`src/rtl/lenstr_pkg.sv`:
```
package lenstr_pkg;
   typedef enum logic [2:0] {
      CMT_NONE = 3'd0,
      CMT_CFG  = 3'd1,
      CMT_REF  = 3'd2,
      CMT_MAIN = 3'd3,
      CMT_XFER = 3'd4
   } cmt_e;
endpackage

```
`src/rtl/lenstr_sync.sv`:
```
module lenstr_sync #(
   parameter int   STAGES  = 2,
   parameter logic RST_VAL = 1'b0
) (
   input  logic clk,
   input  logic rst_n,
   input  logic d,
   output logic q
);
   if (STAGES < 2) begin : g_bad_stages
      $error("lenstr_sync: STAGES must be at least 2");
   end

   logic [STAGES-1:0] pipe;

   always_ff @(posedge clk or negedge rst_n) begin
      if (!rst_n) pipe <= {STAGES{RST_VAL}};
      else        pipe <= {pipe[STAGES-2:0], d};
   end

   assign q = pipe[STAGES-1];
endmodule

```
`src/rtl/lenstr_shifter.sv`:
```
module lenstr_shifter
   import lenstr_pkg::*;
#(
   parameter int CFG_W    = 8,
   parameter int REF_W    = 16,
   parameter int MAIN_W   = 24,
   parameter int MAX_BITS = 32,
   parameter bit HAS_DOUT = 1'b1,
   localparam int SAT     = MAX_BITS + 1,
   localparam int CNT_W   = $clog2(MAX_BITS + 2)
) (
   input  logic              clk,
   input  logic              rst_n,
   input  logic              sclk_s,
   input  logic              en_n_s,
   input  logic              din_s,
   output logic [MAIN_W-1:0] shreg,
   output cmt_e              cmt,
   output logic              dout,
   output logic              en_rise,
   output logic              frame_bad,
   output logic [CNT_W-1:0]  bit_cnt
);
   logic sclk_prev, en_prev;
   logic sclk_rise, sclk_fall, en_fall, en_edge;

   always_comb begin
      sclk_rise = sclk_s & ~sclk_prev;
      sclk_fall = ~sclk_s & sclk_prev;
      en_rise   = en_n_s & ~en_prev;
      en_fall   = ~en_n_s & en_prev;
      en_edge   = en_rise | en_fall;
   end

   always_ff @(posedge clk or negedge rst_n) begin
      if (!rst_n) begin
         sclk_prev <= 1'b0;
         en_prev   <= 1'b1;
      end else begin
         sclk_prev <= sclk_s;
         en_prev   <= en_n_s;
      end
   end

   // violation tracking: set on an enable edge with serial clock high,
   // cleared once idle with serial clock low
   always_ff @(posedge clk or negedge rst_n) begin
      if (!rst_n)                             frame_bad <= 1'b0;
      else if (en_edge && sclk_s)             frame_bad <= 1'b1;
      else if (en_n_s && !sclk_s && !en_rise) frame_bad <= 1'b0;
   end

   always_ff @(posedge clk or negedge rst_n) begin
      if (!rst_n) begin
         bit_cnt <= '0;
         shreg   <= '0;
      end else if (en_n_s) begin
         bit_cnt <= '0;
         shreg   <= '0;
      end else if (sclk_rise) begin
         shreg <= {shreg[MAIN_W-2:0], din_s};
         if (bit_cnt != CNT_W'(SAT)) bit_cnt <= bit_cnt + 1'b1;
      end
   end

   always_comb begin
      cmt = CMT_NONE;
      if (en_rise && !frame_bad && !sclk_s) begin
         if      (bit_cnt == CNT_W'(CFG_W))  cmt = CMT_CFG;
         else if (bit_cnt == CNT_W'(REF_W))  cmt = CMT_REF;
         else if (bit_cnt == CNT_W'(MAIN_W)) cmt = CMT_MAIN;
         else if (bit_cnt == '0)             cmt = CMT_XFER;
      end
   end

   if (HAS_DOUT) begin : g_dout
      logic dout_q;
      always_ff @(posedge clk or negedge rst_n) begin
         if (!rst_n)                   dout_q <= 1'b0;
         else if (!en_n_s && sclk_fall) dout_q <= shreg[MAIN_W-1];
      end
      assign dout = dout_q;
   end else begin : g_no_dout
      assign dout = 1'b0;
   end
endmodule

```
`src/rtl/lenstr_regs.sv`:
```
module lenstr_regs
   import lenstr_pkg::*;
#(
   parameter int CFG_W    = 8,
   parameter int REF_W    = 16,
   parameter int MAIN_W   = 24,
   parameter int REF_DB_W = 13,
   localparam int HI_W    = REF_W - REF_DB_W
) (
   input  logic                clk,
   input  logic                rst_n,
   input  cmt_e                cmt,
   input  logic [MAIN_W-1:0]   shreg,
   output logic [CFG_W-1:0]    cfg_q,
   output logic [HI_W-1:0]     ref_hi_q,
   output logic [REF_DB_W-1:0] ref_act_q,
   output logic [MAIN_W-1:0]   main_q
);
   logic [REF_DB_W-1:0] ref_stage;

   always_ff @(posedge clk or negedge rst_n) begin
      if (!rst_n) begin
         cfg_q     <= '0;
         ref_hi_q  <= '0;
         ref_stage <= '0;
         ref_act_q <= '0;
         main_q    <= '0;
      end else begin
         unique case (cmt)
            CMT_CFG:  cfg_q <= shreg[CFG_W-1:0];
            CMT_REF: begin
               ref_hi_q  <= shreg[REF_W-1:REF_DB_W];
               ref_stage <= shreg[REF_DB_W-1:0];
            end
            CMT_MAIN: begin
               main_q    <= shreg;
               ref_act_q <= ref_stage;
            end
            CMT_XFER: ref_act_q <= ref_stage;
            default: ;
         endcase
      end
   end
endmodule

```
`src/rtl/lenstr_loader.sv`:
```
module lenstr_loader
   import lenstr_pkg::*;
#(
   parameter int CFG_W       = 8,
   parameter int REF_W       = 16,
   parameter int MAIN_W      = 24,
   parameter int REF_DB_W    = 13,
   parameter int MAX_BITS    = 32,
   parameter int SYNC_STAGES = 2,
   parameter bit HAS_DOUT    = 1'b1,
   localparam int HI_W       = REF_W - REF_DB_W,
   localparam int CNT_W      = $clog2(MAX_BITS + 2)
) (
   input  logic                clk,
   input  logic                rst_n,
   input  logic                ser_clk,
   input  logic                ser_en_n,
   input  logic                ser_din,
   output logic                ser_dout,
   output logic [CFG_W-1:0]    cfg_q,
   output logic [HI_W-1:0]     ref_hi_q,
   output logic [REF_DB_W-1:0] ref_act_q,
   output logic [MAIN_W-1:0]   main_q
);
   if (!(CFG_W < REF_W && REF_W < MAIN_W)) begin : g_bad_widths
      $error("lenstr_loader: widths must satisfy CFG_W < REF_W < MAIN_W");
   end
   if (REF_DB_W < 1 || REF_DB_W >= REF_W) begin : g_bad_db
      $error("lenstr_loader: REF_DB_W must lie in 1..REF_W-1");
   end
   if (MAX_BITS < MAIN_W) begin : g_bad_max
      $error("lenstr_loader: MAX_BITS must cover MAIN_W");
   end

   logic sclk_s, en_n_s, din_s;
   logic [MAIN_W-1:0] shreg_w;
   cmt_e cmt_w;
   logic en_rise_w, frame_bad_w;
   logic [CNT_W-1:0] bit_cnt_w;

   lenstr_sync #(.STAGES(SYNC_STAGES), .RST_VAL(1'b0)) u_sync_clk (
      .clk(clk), .rst_n(rst_n), .d(ser_clk), .q(sclk_s));
   lenstr_sync #(.STAGES(SYNC_STAGES), .RST_VAL(1'b1)) u_sync_en (
      .clk(clk), .rst_n(rst_n), .d(ser_en_n), .q(en_n_s));
   lenstr_sync #(.STAGES(SYNC_STAGES), .RST_VAL(1'b0)) u_sync_din (
      .clk(clk), .rst_n(rst_n), .d(ser_din), .q(din_s));

   lenstr_shifter #(
      .CFG_W(CFG_W), .REF_W(REF_W), .MAIN_W(MAIN_W),
      .MAX_BITS(MAX_BITS), .HAS_DOUT(HAS_DOUT)
   ) u_shift (
      .clk(clk), .rst_n(rst_n),
      .sclk_s(sclk_s), .en_n_s(en_n_s), .din_s(din_s),
      .shreg(shreg_w), .cmt(cmt_w), .dout(ser_dout),
      .en_rise(en_rise_w), .frame_bad(frame_bad_w), .bit_cnt(bit_cnt_w)
   );

   lenstr_regs #(
      .CFG_W(CFG_W), .REF_W(REF_W), .MAIN_W(MAIN_W), .REF_DB_W(REF_DB_W)
   ) u_regs (
      .clk(clk), .rst_n(rst_n), .cmt(cmt_w), .shreg(shreg_w),
      .cfg_q(cfg_q), .ref_hi_q(ref_hi_q), .ref_act_q(ref_act_q), .main_q(main_q)
   );
endmodule

```
`config.mk`:
```
export PLATFORM = sky130hd
export DESIGN_NAME = lenstr_loader
export DESIGN_NICKNAME = d
export VERILOG_FILES = /design/src/rtl/lenstr_pkg.sv /design/src/rtl/lenstr_sync.sv /design/src/rtl/lenstr_shifter.sv /design/src/rtl/lenstr_regs.sv /design/src/rtl/lenstr_loader.sv
export SDC_FILE = /design/constraint.sdc
export NUM_CORES = 1
export LEC_CHECK = 0
export ABC_AREA = 1
export ABC_CLOCK_PERIOD_IN_PS = 2200
export BUFFER_PORTS_ARGS = -buffer_cell sky130_fd_sc_hd__buf_2
export CORE_MARGIN = 2
export CORE_UTILIZATION = 56
export DETAILED_ROUTE_END_ITERATION = 8
export PLACE_DENSITY_LB_ADDON = 0.05
export SLEW_MARGIN = 5
export SYNTH_ARGS = -nofsm -noshare
export SYNTH_HDL_FRONTEND = slang
export SYNTH_SLANG_ARGS = --single-unit
```
`constraint.sdc`:
```
create_clock -name clk -period 2.2 [get_ports clk]
set_clock_uncertainty 0.2 [all_clocks]
set_input_delay 0.22 -clock clk [delete_from_list [all_inputs] [get_ports clk]]
set_output_delay 0.22 -clock clk [all_outputs]
set_load 0.02 [all_outputs]
```
Word level (Yosys, flattened, before mapping) --
Index checks and enable logic that the tools add are counted. Widths: inputs -> output; s select.
Storage, ports and cells: register bits after elaboration 101, latch bits 0, RAM bits 0, ROM bits 0, input bits 5, output and inout port bits 49, word-level logic and storage cells 60, memories 0
Operators by class: $add $sub $neg 1, multipliers 0, div/mod/pow operators 0, order comparisons 0, eq/ne operators 8, shifts and indexed selects 0, mux-type cells 12, bitwise gates (word level) 9, reductions and logical operators 16
Operators by type and width (number):
- $mux 24 | 2
- $mux 6 | 3
- $mux 3 | 5
- $eq 6x5->1 const B | 2
- $add 6x1->6 const B | 1
- $eq 3x2->1 const B | 2
- $eq 6x4->1 const B | 1
- $logic_and 1x1->1 | 6
- $logic_not 6->1 | 1
- $ne 6x6->1 const B | 1
- $reduce_bool 2->1 | 3
- $and 1x1->1 | 4
- $logic_not 1->1 | 4
- $not 1->1 | 4
- $eq 3x1->1 const B | 1
- $eq 3x3->1 const B | 1
- $mux 1 | 2
- $reduce_and 2->1 | 1
- $reduce_or 2->1 | 1
- $or 1x1->1 | 1

Logic depth before layout (Yosys ltp) --
Gate-level depths: netlist of run 1.
depth after elaboration 8, depth in mapped cells 9, mapped depth without buffers 9

Modules after synthesis --
Synthesis of run 1 repeated with hierarchy kept, for this count alone.
Second synthesis, totals: cell total of the unflattened synthesis 408, area, all modules 3965.1 µm²
Modules (own cells, without submodules):
- lenstr_regs | instances 1, cells an instance 239, area an instance 2303.5 µm²
- lenstr_shifter | instances 1, cells an instance 163, area an instance 1508.9 µm²
- lenstr_sync at u_sync_clk ... | instances 2, cells an instance 2, area an instance 50.0 µm²
- lenstr_sync at u_sync_en | instances 1, cells an instance 2, area an instance 52.6 µm²

Worst setup path before layout of run 1 --
OpenSTA, ideal clock, no wires.
path kind register -> register, start reg u_sync_en.pipe[1], end reg u_regs.main_q[10], library setup time 0.121 ns, data arrival time 1.420 ns, path slack 0.460 ns, cell stages (with the launch flop) 9, buffers on the path 2, clock period less this slack 1.740 ns, cells stage by stage dfstp_2 -> ha_1 -> nand2_1 -> nor2_4 -> inv_2 -> buf_6 -> buf_6 -> o21ai_1 -> nand2_1
On the way: cells in the longest elaborated chain, start to end 5
Ends and longest elaborated chain:
- start, declared | RTL line lenstr_sync.sv:14 | logic [STAGES-1:0] pipe;
- start signal, assigned | RTL line lenstr_sync.sv:17 | if (!rst_n) pipe <= {STAGES{RST_VAL}};
- start signal, assigned | RTL line lenstr_sync.sv:18 | else pipe <= {pipe[STAGES-2:0], d};
- $and 1x1->1 | RTL line lenstr_shifter.sv:30 | en_rise = en_n_s & ~en_prev;
- $logic_and 1x1->1 (2 in series) | RTL line lenstr_shifter.sv:68 | if (en_rise && !frame_bad && !sclk_s) begin
- $mux 3 | RTL line lenstr_shifter.sv:68
- $eq 3x2->1 | RTL line lenstr_regs.sv:29 | unique case (cmt)
- end signal, assigned | RTL line lenstr_regs.sv:36 | main_q <= shreg;
- end, declared | RTL line lenstr_regs.sv:17 | output logic [MAIN_W-1:0] main_q
No other way between the ends. A chain may end at the register's enable or synchronous reset.

Worst setup path after layout of run 1 --
start reg u_shift.bit_cnt[0], end reg u_regs.ref_act_q[4]
On the way: cells in the longest elaborated chain, start to end 8, elaborated cells on any way between the ends 12
Ends and longest elaborated chain:
- start, declared | RTL line lenstr_shifter.sv:22 | output logic [CNT_W-1:0] bit_cnt
- start signal, assigned | RTL line lenstr_shifter.sv:62 | if (bit_cnt != CNT_W'(SAT)) bit_cnt <= bit_cnt + 1'b1;
- $logic_not 6->1 | RTL line lenstr_shifter.sv:72 | else if (bit_cnt == '0) cmt = CMT_XFER;
- $mux 3 | RTL line lenstr_shifter.sv:72
- $mux 3 | RTL line lenstr_shifter.sv:71 | else if (bit_cnt == CNT_W'(MAIN_W)) cmt = CMT_MAIN;
- $mux 3 | RTL line lenstr_shifter.sv:70 | else if (bit_cnt == CNT_W'(REF_W)) cmt = CMT_REF;
- $mux 3 * | RTL line lenstr_shifter.sv:69 | if (bit_cnt == CNT_W'(CFG_W)) cmt = CMT_CFG;
- $mux 3 * | RTL line lenstr_shifter.sv:68
- $eq 3x3->1 or $eq 3x2->1 (tied branches) | RTL line lenstr_regs.sv:29
- $reduce_or 2->1 (no line) *
- end signal, assigned | RTL line lenstr_regs.sv:37 | ref_act_q <= ref_stage;
- end signal, assigned | RTL line lenstr_regs.sv:39 | CMT_XFER: ref_act_q <= ref_stage;
- end, declared | RTL line lenstr_regs.sv:16 | output logic [REF_DB_W-1:0] ref_act_q,
Every way passes the cells marked *; elsewhere a longest branch is shown, timed or not.

==> results of run 1 <==
worst max-delay path, cell delays in order, from the launching register on:
cell,delay [ps]
dfrtp_1,440
inv_1,110
ha_1,210
nand2_1,100
nor2_4,70
inv_2,340
nor2_2,50
buf_4,190
nand2_1,70
nand2_1,50
metrics by stage:
| stage | util, % | cell area [sq um] | setup WS, ps | total power (uW) | hold slack (ps) |
|---|---|---|---|---|---|
| floorplan | - | 4080 | 460 | 2010 | -276 |
| global placement | 62.5 | 4460 | 298 | 2070 | 30.9 |
| detailed placement | 62.5 | 4460 | 261 | 2080 | 29.7 |
| CTS | 65.8 | 4700 | 251 | 3260 | 158 |
| global route | 65.8 | 4700 | 78.6 | 3360 | 162 |
| finish | 65.8 | 4700 | 265 | 3220 | 155 |
placed cells by master, fill, tap and decap left out, types with 5 or more instances in the layout:
master and count:
buf_4 11, nand2_1 126, o21ai_1 27, inv_2 5
o21ai_0 59, nand3_1 35, buf_2 52, clkbuf_8 10
inv_1 25, nor2_1 9, dfrtp_1 98
layout make-up:
class                   count  area, sq um
flip-flops and latches    101         2530
fillers                   637         2440
repair buffers             70          443
multi-input cells         275         1290
inverters                  30          113
clock inverters             5         60.1
clock buffers              11          141
well taps                  99          124
cell families (layout without fill, tap and decap cells):
logic type / after synthesis / after routing / share of synthesized area, %
fa+ha+maj: 4 / 4 / 1.23
simple gates: 179 / 179 / 18.6
flops: 101 / 101 / 62.1
compound gates: 92 / 92 / 11.8
buf+inv: 54 / 116 / 6.35
registers in the layout (all words and copies together), names as in the netlist:
name               flops
u_regs.cfg_q           8
u_regs.main_q         24
u_regs.ref_act_q      13
u_regs.ref_hi_q        3
u_regs.ref_stage      13
u_shift.bit_cnt        6
u_shift.dout           1
u_shift.en_prev        1
u_shift.frame_bad      1
u_shift.sclk_prev      1
u_shift.shreg         24
u_sync_clk.pipe        2
u_sync_din.pipe        2
u_sync_en.pipe         2
how the worst max path moves through the flow:
stage | slack [ps] | endpoint
floorplan | 460 | u_regs.main_q[10]
global placement | 300 | u_regs.main_q[23]
detailed placement | 260 | u_regs.main_q[23]
CTS | 250 | u_regs.ref_act_q[4]
global route | 80 | u_regs.main_q[23]
finish | 260 | u_regs.ref_act_q[4]
power by group through the flow:
| stage | Combinational, uW | Clock [uW] | Sequential (uW) |
|---|---|---|---|
| 4_1_cts | 152 | 1210 | 1890 |
| 2_1_floorplan | 86.0 | 0 | 1920 |
| 3_3_place_gp | 144 | 0 | 1930 |
| 5_1_grt | 172 | 1290 | 1900 |
| 3_5_place_dp | 146 | 0 | 1930 |
| 6_report | 149 | 1180 | 1890 |
routing by layer:
| layer | share of wire [%] | global-route usage, % |
|---|---|---|
| met1 | 45 | 28.1 |
| met2 | 51 | 35.0 |
| met3 | 3.7 | 3.14 |
| met4 | 0.95 | 7.73 |
| met5 | 0 | 0 |
==> impl_summary.txt, run 1 <==
----------------------------------------------------
[Global routing]
  First-pass GRT wire length ... 12800 um
  Aggregate global routing overflow ... 0
  Initial antenna violation count ... 0
  Maximum number of pins on one net before global-route repair ... 42
  Vias in the first global route ... 2670
  Global-route total usage across every layer ... 21.0%

[Placement]
  Number of buffer cells added on primary ports ... 53
  Number of placed cells counting well taps ... about 570
  Final weighted congestion of routability-driven global placement ... 0.772
  HPWL Detailed ... 5490 um

[Logic synthesis]
  Most common flop cell mapped by yosys ... dfrtp_1
  Fraction of registers with async set/reset ... 100%
  Largest cells by area after synthesis ... dfrtp_1, nand2_1, o21ai_0, nand3_1, o21ai_1
  Sequential fraction of the synthesis area ... 62.1%
  Count of different cell masters after synthesis ... 24
  Syn nets ... 439
  Most repeated cell in the gate-level netlist after synthesis ... nand2_1
  Number of warnings reported in the yosys synthesis log ... 0
  Synth cell count leaders ... nand2_1, dfrtp_1, o21ai_0, nand3_1, o21ai_1
  Cell type with the highest aggregate area in the netlist ... dfrtp_1
  Total of flip-flops plus latches after synthesis ... roughly 100
  Number of enable flip-flop cells after synthesis ... 0
  Fraction of synthesized cell area taken by the top area cell type ... 60.1%
  Combined area of all synthesized cells ... 4080 sq um
  Post-synthesis cell count ... 430
  Mapped Avg Cell Area ... 9.48 sq um

[Floorplan]
  Chip height ... 89.3 um
  Initial standard-cell utilization of the core ... 57.1%
  Width of the die ... 89.3 um
  Area of the core region ... 7140 sq um
  Die area ... roughly 8000 sq um
  Site row count ... 31
  Number of top-level pins ... 54

[Route]
  Routed wirelength normalized by instance count ... 13.5 um
  Post-route DRC ... 0
  Vias per std cell ... 5.12
  Number of search-and-repair iterations in the first detailed-routing pass ... 5
  Initial DRC Count ... ~170
  Final routed wirelength across all metal layers ... approximately 8000 um
  Count of nets left with antenna violations after detail routing ... 0
  Total vias in the final route ... roughly 3000

[Job]
  Number of max-cap violations ... 0

[Clocking]
  Post-CTS setup buffers ... 0
  Clock buffer count from CTS ... 9
  Worst-case clock buffer depth ... 2
  CTS tree ... done
  Hold buffer count at cts ... 4
  Clock latency of the later-clocked register in the worst-skew pair ... around 360 ps
  CTS Sinks ... 101
  Reg clk slew, reported paths ... 90 ps
  Buffer type at the clock tree root ... clkbuf_8
  Resize count post-CTS ... 0
  Htree depth ... 3

[Timing]
  RSZ-0062 raised after global routing ... false
  # setup viols final ... 0
  Transition at the pin with the smallest max-transition slack ... 520 ps
  Number of slew-limit violations in the final report ... 0
  Post-route setup TNS ... 0 ps
  Headroom to the max-slew limit ... 65.3%
  Number of hold-slack violations in the final timing report ... 0
  Max Clock Freq ... 0.517 GHz
  Final Cycle Share ... 88.0%
  Tmin final ... 1940 ps

[Final layout]
  Number of nets in the layout ... 496
  Layout cells sized above 1 ... 20.1%
  Number of cells in the finished layout apart from fillers ... 591
  Antenna fix cells ... 0
  Area delta synth->final ... 15.3%

[Critical path]
  Arrival time of data at the critical path endpoint ... between 1500 and 2000 ps
  Worst setup slack for register-to-register paths ... 260 ps
  Worst Path Required ... roughly 2300 ps
  Cells on worst reg2reg path ... 9
  Category of the worst setup path launch point ... flip-flop
  End of the worst register-to-register path ... u_regs.ref_act_q[4]
  Setup crit start ... u_shift.bit_cnt[0]
  Startpoint of the most critical register-to-register path ... u_shift.bit_cnt[0]
  Worst setup path class ... reg2reg
  Kind of end point of the critical path ... flip-flop
  Highest net fanout along the worst path ... 22

[Power and ir drop]
  Part of the power in registers ... 58.8%
  Switching Fraction ... about 23%
  Power Dens Cells ... 686 nW/um^2
  Internal power ... 2480 uW
  Clock share of power ... a little over a third
  Gate power share ... ~4.6%
  IR drop worst, VDD ... 0.346 mV
  Static leakage ... 0.00249 uW
  Net switching power of the design ... around 740 uW

[Min path]
  Worst hold path endpoint ... u_sync_din.pipe[1]
  Worst min-delay path category ... reg2reg
  Cells on Worst Hold Path ... 0
  Hold path startpoint ... u_sync_din.pipe[0]

[Outcome]
  Status ... complete, no violations

----------------------------------------------------
No activity file was read; power rests on OpenSTA's default activity.
==> run 2: changes to the inputs <==
Settings changed: ABC_CLOCK_PERIOD_IN_PS 2200 to 2150, GPL_ROUTABILITY_DRIVEN set to 0.
Clock period 2.2 ns to 2.15 ns, I/O delays scaled along.
==> impl_summary.txt, run 2 (synthesis gave the netlist of run 1 again) <==
----------------------------------------------------
[Floorplan]
  Area of the core region ... 7140 sq um
  Width of the die ... 89.3 um
  Die area ... 7980 sq um
  Site row count ... 31
  Initial standard-cell utilization of the core ... 57.1%
  Number of top-level pins ... 54
  Chip height ... 89.3 um

[Global routing]
  Global-route total usage across every layer ... 22.1%
  Vias in the first global route ... around 2800
  First-pass GRT wire length ... 13400 um
  Initial antenna violation count ... 0
  Maximum number of pins on one net before global-route repair ... 43
  Aggregate global routing overflow ... 0

[Route]
  Count of nets left with antenna violations after detail routing ... 0
  Initial DRC Count ... between 100 and 150
  Final routed wirelength across all metal layers ... 8020 um
  Number of search-and-repair iterations in the first detailed-routing pass ... 5
  Vias per std cell ... 5.09
  Total vias in the final route ... 3003
  Post-route DRC ... 0
  Routed wirelength normalized by instance count ... 13.6 um

[Critical path]
  Category of the worst setup path launch point ... flip-flop
  Worst setup path class ... reg2reg
  Kind of end point of the critical path ... flip-flop
  Worst setup slack for register-to-register paths ... 180 ps
  Worst Path Required ... around 2200 ps
  Arrival time of data at the critical path endpoint ... slightly above 2000 ps
  Highest net fanout along the worst path ... 21

[Placement]
  Placed standard-cell area ... 4450 sq um
  Number of buffer cells added on primary ports ... 53
  HPWL Detailed ... 5390 um

[Power and ir drop]
  Static leakage ... 0.00248 uW
  IR drop worst, VDD ... 0.446 mV
  Power after layout ... around 3300 uW
  Power Dens Cells ... 700 nW/um^2

[Clocking]
  Reg clk slew, reported paths ... ~90 ps
  Resize count post-CTS ... 0
  Clock latency of the later-clocked register in the worst-skew pair ... between 300 and 400 ps
  Htree depth ... 3
  Hold buffer count at cts ... 4
  Post-CTS setup buffers ... 0
  Worst-case clock buffer depth ... 2
  Clock buffer count from CTS ... 9
  Buffer type at the clock tree root ... clkbuf_8
  CTS tree ... done
  CTS Sinks ... a little over 100

[Timing]
  Post-route setup TNS ... 0 ps
  Number of slew-limit violations in the final report ... 0
  Worst hold slack after final layout ... 148 ps
  # setup viols final ... 0
  RSZ-0062 raised after global routing ... false
  Tmin final ... 1970 ps
  Number of hold-slack violations in the final timing report ... 0
  Transition at the pin with the smallest max-transition slack ... 466 ps
  Headroom to the max-slew limit ... roughly 70%
  Final Cycle Share ... 91.7%
  Max Clock Freq ... 0.507 GHz

[Final layout]
  Most used cells in the layout excluding fill and tap cells ... nand2_1, dfrtp_1, o21ai_0, buf_2, nand3_1
  Area delta synth->final ... 15.0%
  Number of nets in the layout ... 495
  End-of-flow core utilization ... around two thirds
  Antenna fix cells ... 0
  Final design area excluding fillers ... between 4000 and 5000 sq um
  Layout cells sized above 1 ... 20.0%
  Most common cell after layout, fill and taps aside ... nand2_1
  Top flop regs ... u_regs.main_q: 24 flops, u_shift.shreg: 24 flops

[Outcome]
  Status ... complete, no violations

[Job]
  Number of max-cap violations ... 0

[Min path]
  Worst min-delay path category ... in2async

----------------------------------------------------
## run 2: cell count changes in the layout (fill, tap and decap cells not counted)
cell and change:
buf_4 -1, clkbuf_8 -1, clkinv_2 -1, clkinvlp_4 +1
inv_6 +1
## run 2: where the power goes
part / internal [uW] / leakage (uW) / total (uW) / switching (uW)
clock: 546 / 0.0000931 / 1190 / 645
sequential: 1920 / 0.00138 / 1940 / 18.7
combinational: 43.7 / 0.00100 / 152 / 108
total: 2510 / 0.00248 / 3280 / 772
## run 2: worst paths after layout
kind	start	end	cells past startpoint
worst max-delay path	u_sync_en.pipe[1]	u_regs.main_q[23]	7
worst min-delay path	rst_n	u_regs.ref_act_q[3]	2
worst max register to register	u_sync_en.pipe[1]	u_regs.main_q[23]	7
worst min register to register	u_sync_din.pipe[0]	u_sync_din.pipe[1]	0
max in group asynchronous	rst_n	u_shift.shreg[22]	3
min in group clk	u_sync_din.pipe[0]	u_sync_din.pipe[1]	0
## run 2: final cells by class
cell class	count	area, sq um
inverters	30	113
flip-flops and latches	101	2530
multi-input cells	275	1290
clock inverters	6	71.3
repair buffers	69	435
clock buffers	10	128
fillers	626	2450
well taps	99	124
## run 2: metal layers
metal | global-route usage, % | wire length [um]
met1 | 29.7 | 3670
met2 | 36.5 | 3930
met3 | 3.60 | 331
met4 | 8.14 | 88
met5 | 0 | 0
## run 2: worst max-delay path, cell delays in order (launching register included)
cell     delay, ps
dfstp_2        570
ha_1           180
nand2_1         90
nor2_4         170
inv_2          210
buf_12         230
o21ai_0        140
nand2_1         60
## run 2: metrics by stage
step,cells,worst slack [ps]
after floorplan,430,410
after global placement,570,250
after detailed placement,570,188
after CTS,590,180
after global routing,590,59.1
final,590,178
==> run 3: changes to the inputs <==
Settings changed: CTS_BUF_LIST set to sky130_fd_sc_hd__clkbuf_2 sky130_fd_sc_hd__clkbuf_4 sky130_fd_sc_hd__clkbuf_8, GPL_TIMING_DRIVEN set to 0.
==> impl_summary.txt, run 3 (synthesis gave the netlist of run 1 again) <==
----------------------------------------------------
[Clocking]
  CTS Sinks ... slightly above 100
  Post-CTS setup buffers ... 0
  Htree depth ... 3
  CTS tree ... done
  Resize count post-CTS ... 0
  Clock buffer count from CTS ... 9
  Reg clk slew, reported paths ... 90 ps
  Buffer type at the clock tree root ... clkbuf_8
  Clock latency of the later-clocked register in the worst-skew pair ... 360 ps
  Worst-case clock buffer depth ... 2
  Hold buffer count at cts ... 4

[Critical path]
  Highest net fanout along the worst path ... 10
  Kind of end point of the critical path ... flip-flop
  Arrival time of data at the critical path endpoint ... 1980 ps
  Worst setup path class ... reg2reg
  CP Buf/Inv Count ... 1
  Top delay family on crit path ... flip-flops
  Category of the worst setup path launch point ... flip-flop
  Setup crit start ... u_sync_en.pipe[1]
  Most frequent cell on the critical path ... nand2_1
  Worst Path Required ... ~2200 ps
  Number of stages on the worst setup path ... 7
  Critical Path Max Stage Delay ... 570 ps
  Startpoint of the most critical register-to-register path ... u_sync_en.pipe[1]
  Critical-path cell with the highest stage delay ... dfstp_2
  Cells on worst reg2reg path ... 7
  Worst-path cell chain ... ha_1, nand2_1, nor2_4, nand2_1, clkbuf_1, nand2_1, o21ai_0

[Final layout]
  End-of-flow core utilization ... 66.2%
  Antenna fix cells ... 0
  Area delta synth->final ... 15.9%
  Most common cell after layout, fill and taps aside ... nand2_1
  Top flop regs ... u_regs.main_q: 24 flops, u_shift.shreg: 24 flops
  Layout cells sized above 1 ... 20.1%
  Most used cells in the layout excluding fill and tap cells ... nand2_1, dfrtp_1, o21ai_0, buf_2, nand3_1
  Number of nets in the layout ... 508

[Power and ir drop]
  IR drop worst, VDD ... between 0.5 and 0.6 mV
  Power Dens Cells ... 699 nW/um^2
  Static leakage ... between 0.002 and 0.003 uW

[Timing]
  Tmin final ... 1930 ps
  Worst hold slack after final layout ... 154 ps
  Number of slew-limit violations in the final report ... 0
  Final Cycle Share ... 89.8%
  Headroom to the max-slew limit ... 64.2%
  Transition at the pin with the smallest max-transition slack ... 537 ps
  Max Clock Freq ... 0.518 GHz
  Number of hold-slack violations in the final timing report ... 0
  RSZ-0062 raised after global routing ... false
  # setup viols final ... 0

[Placement]
  Number of buffer cells added on primary ports ... 53
  HPWL Detailed ... 5870 um

[Min path]
  Hold path startpoint ... u_sync_din.pipe[0]
  Worst min-delay path category ... reg2reg
  Cells on Worst Hold Path ... 0

[Outcome]
  Status ... complete, no violations

[Route]
  Post-route DRC ... 0
  Number of search-and-repair iterations in the first detailed-routing pass ... 5
  Routed wirelength normalized by instance count ... 14.2 um
  Vias per std cell ... ~5.2
  Count of nets left with antenna violations after detail routing ... 0
  Total vias in the final route ... 3134
  Initial DRC Count ... 171
  Final routed wirelength across all metal layers ... 8550 um

[Floorplan]
  Number of top-level pins ... 54
  Chip height ... 89.3 um
  Site row count ... 31
  Width of the die ... 89.3 um
  Area of the core region ... 7140 sq um
  Die area ... 7980 sq um
  Initial standard-cell utilization of the core ... 57.1%

[Global routing]
  Maximum number of pins on one net before global-route repair ... 62
  First-pass GRT wire length ... 14200 um
  Global-route total usage across every layer ... a little under a quarter
  Initial antenna violation count ... 0
  Vias in the first global route ... 2978
  Aggregate global routing overflow ... 0

[Job]
  Number of max-cap violations ... 0

----------------------------------------------------
[run 3: cell types whose count changed in the layout (fill, tap and decap cells not counted)]
cell / before / now
buf_2: 52 / 58
buf_4: 10 / 4
buf_16: 0 / 1
buf_12: 3 / 0
clkinv_2: 0 / 2
buf_6: 0 / 5
clkinv_4: 2 / 0
clkbuf_1: 1 / 8
buf_1: 0 / 2
[run 3: metal layers]
| metal | up-vias | wire length, um | track usage [%] |
|---|---|---|---|
| li1 | 1532 | - | - |
| met1 | 1518 | 3960 | 32.7 |
| met2 | 74 | 4170 | 37.5 |
| met3 | 10 | 299 | 3.97 |
| met4 | 0 | 112 | 8.68 |
| met5 | - | 0 | 0 |
[run 3: final timing paths]
| kind | slack [ps] | to |
|---|---|---|
| worst max-delay path | 220 | u_regs.ref_stage[6] |
| worst min-delay path | 150 | u_sync_din.pipe[1] |
| worst max register to register | 220 | u_regs.ref_stage[6] |
| worst min register to register | 150 | u_sync_din.pipe[1] |
| max in group asynchronous | 910 | u_shift.shreg[15] |
| min in group asynchronous | 160 | u_regs.ref_act_q[3] |
[run 3: through the flow]
stage	total power (uW)	instance area, sq um	std cells	TNS (ps)	worst slack (ps)
after CTS	3320	4720	602	0	185
after global placement	2120	4470	582	-33260	-346
after floorplan	2060	4080	430	0	410
after detailed placement	2140	4500	583	0	207
after global routing	3410	4720	602	0	31.9
final	3300	4720	602	0	219
[run 3: cell type report]
type | count | area [sq um]
Tap cell | 99 | 124
Timing Repair Buffer | 58 | 335
Inverter | 30 | 113
Clock inverter | 6 | 63.8
Multi-Input combinational cell | 275 | 1290
Sequential cell | 101 | 2530
Fill cell | 655 | 2410
Buffer | 24 | 146
Clock buffer | 9 | 124
[run 3: power breakdown]
group | switching [uW] | internal, uW | total, uW
sequential | 14.4 | 1920 | 1930
clock | 670 | 532 | 1200
combinational | 118 | 48.6 | 166
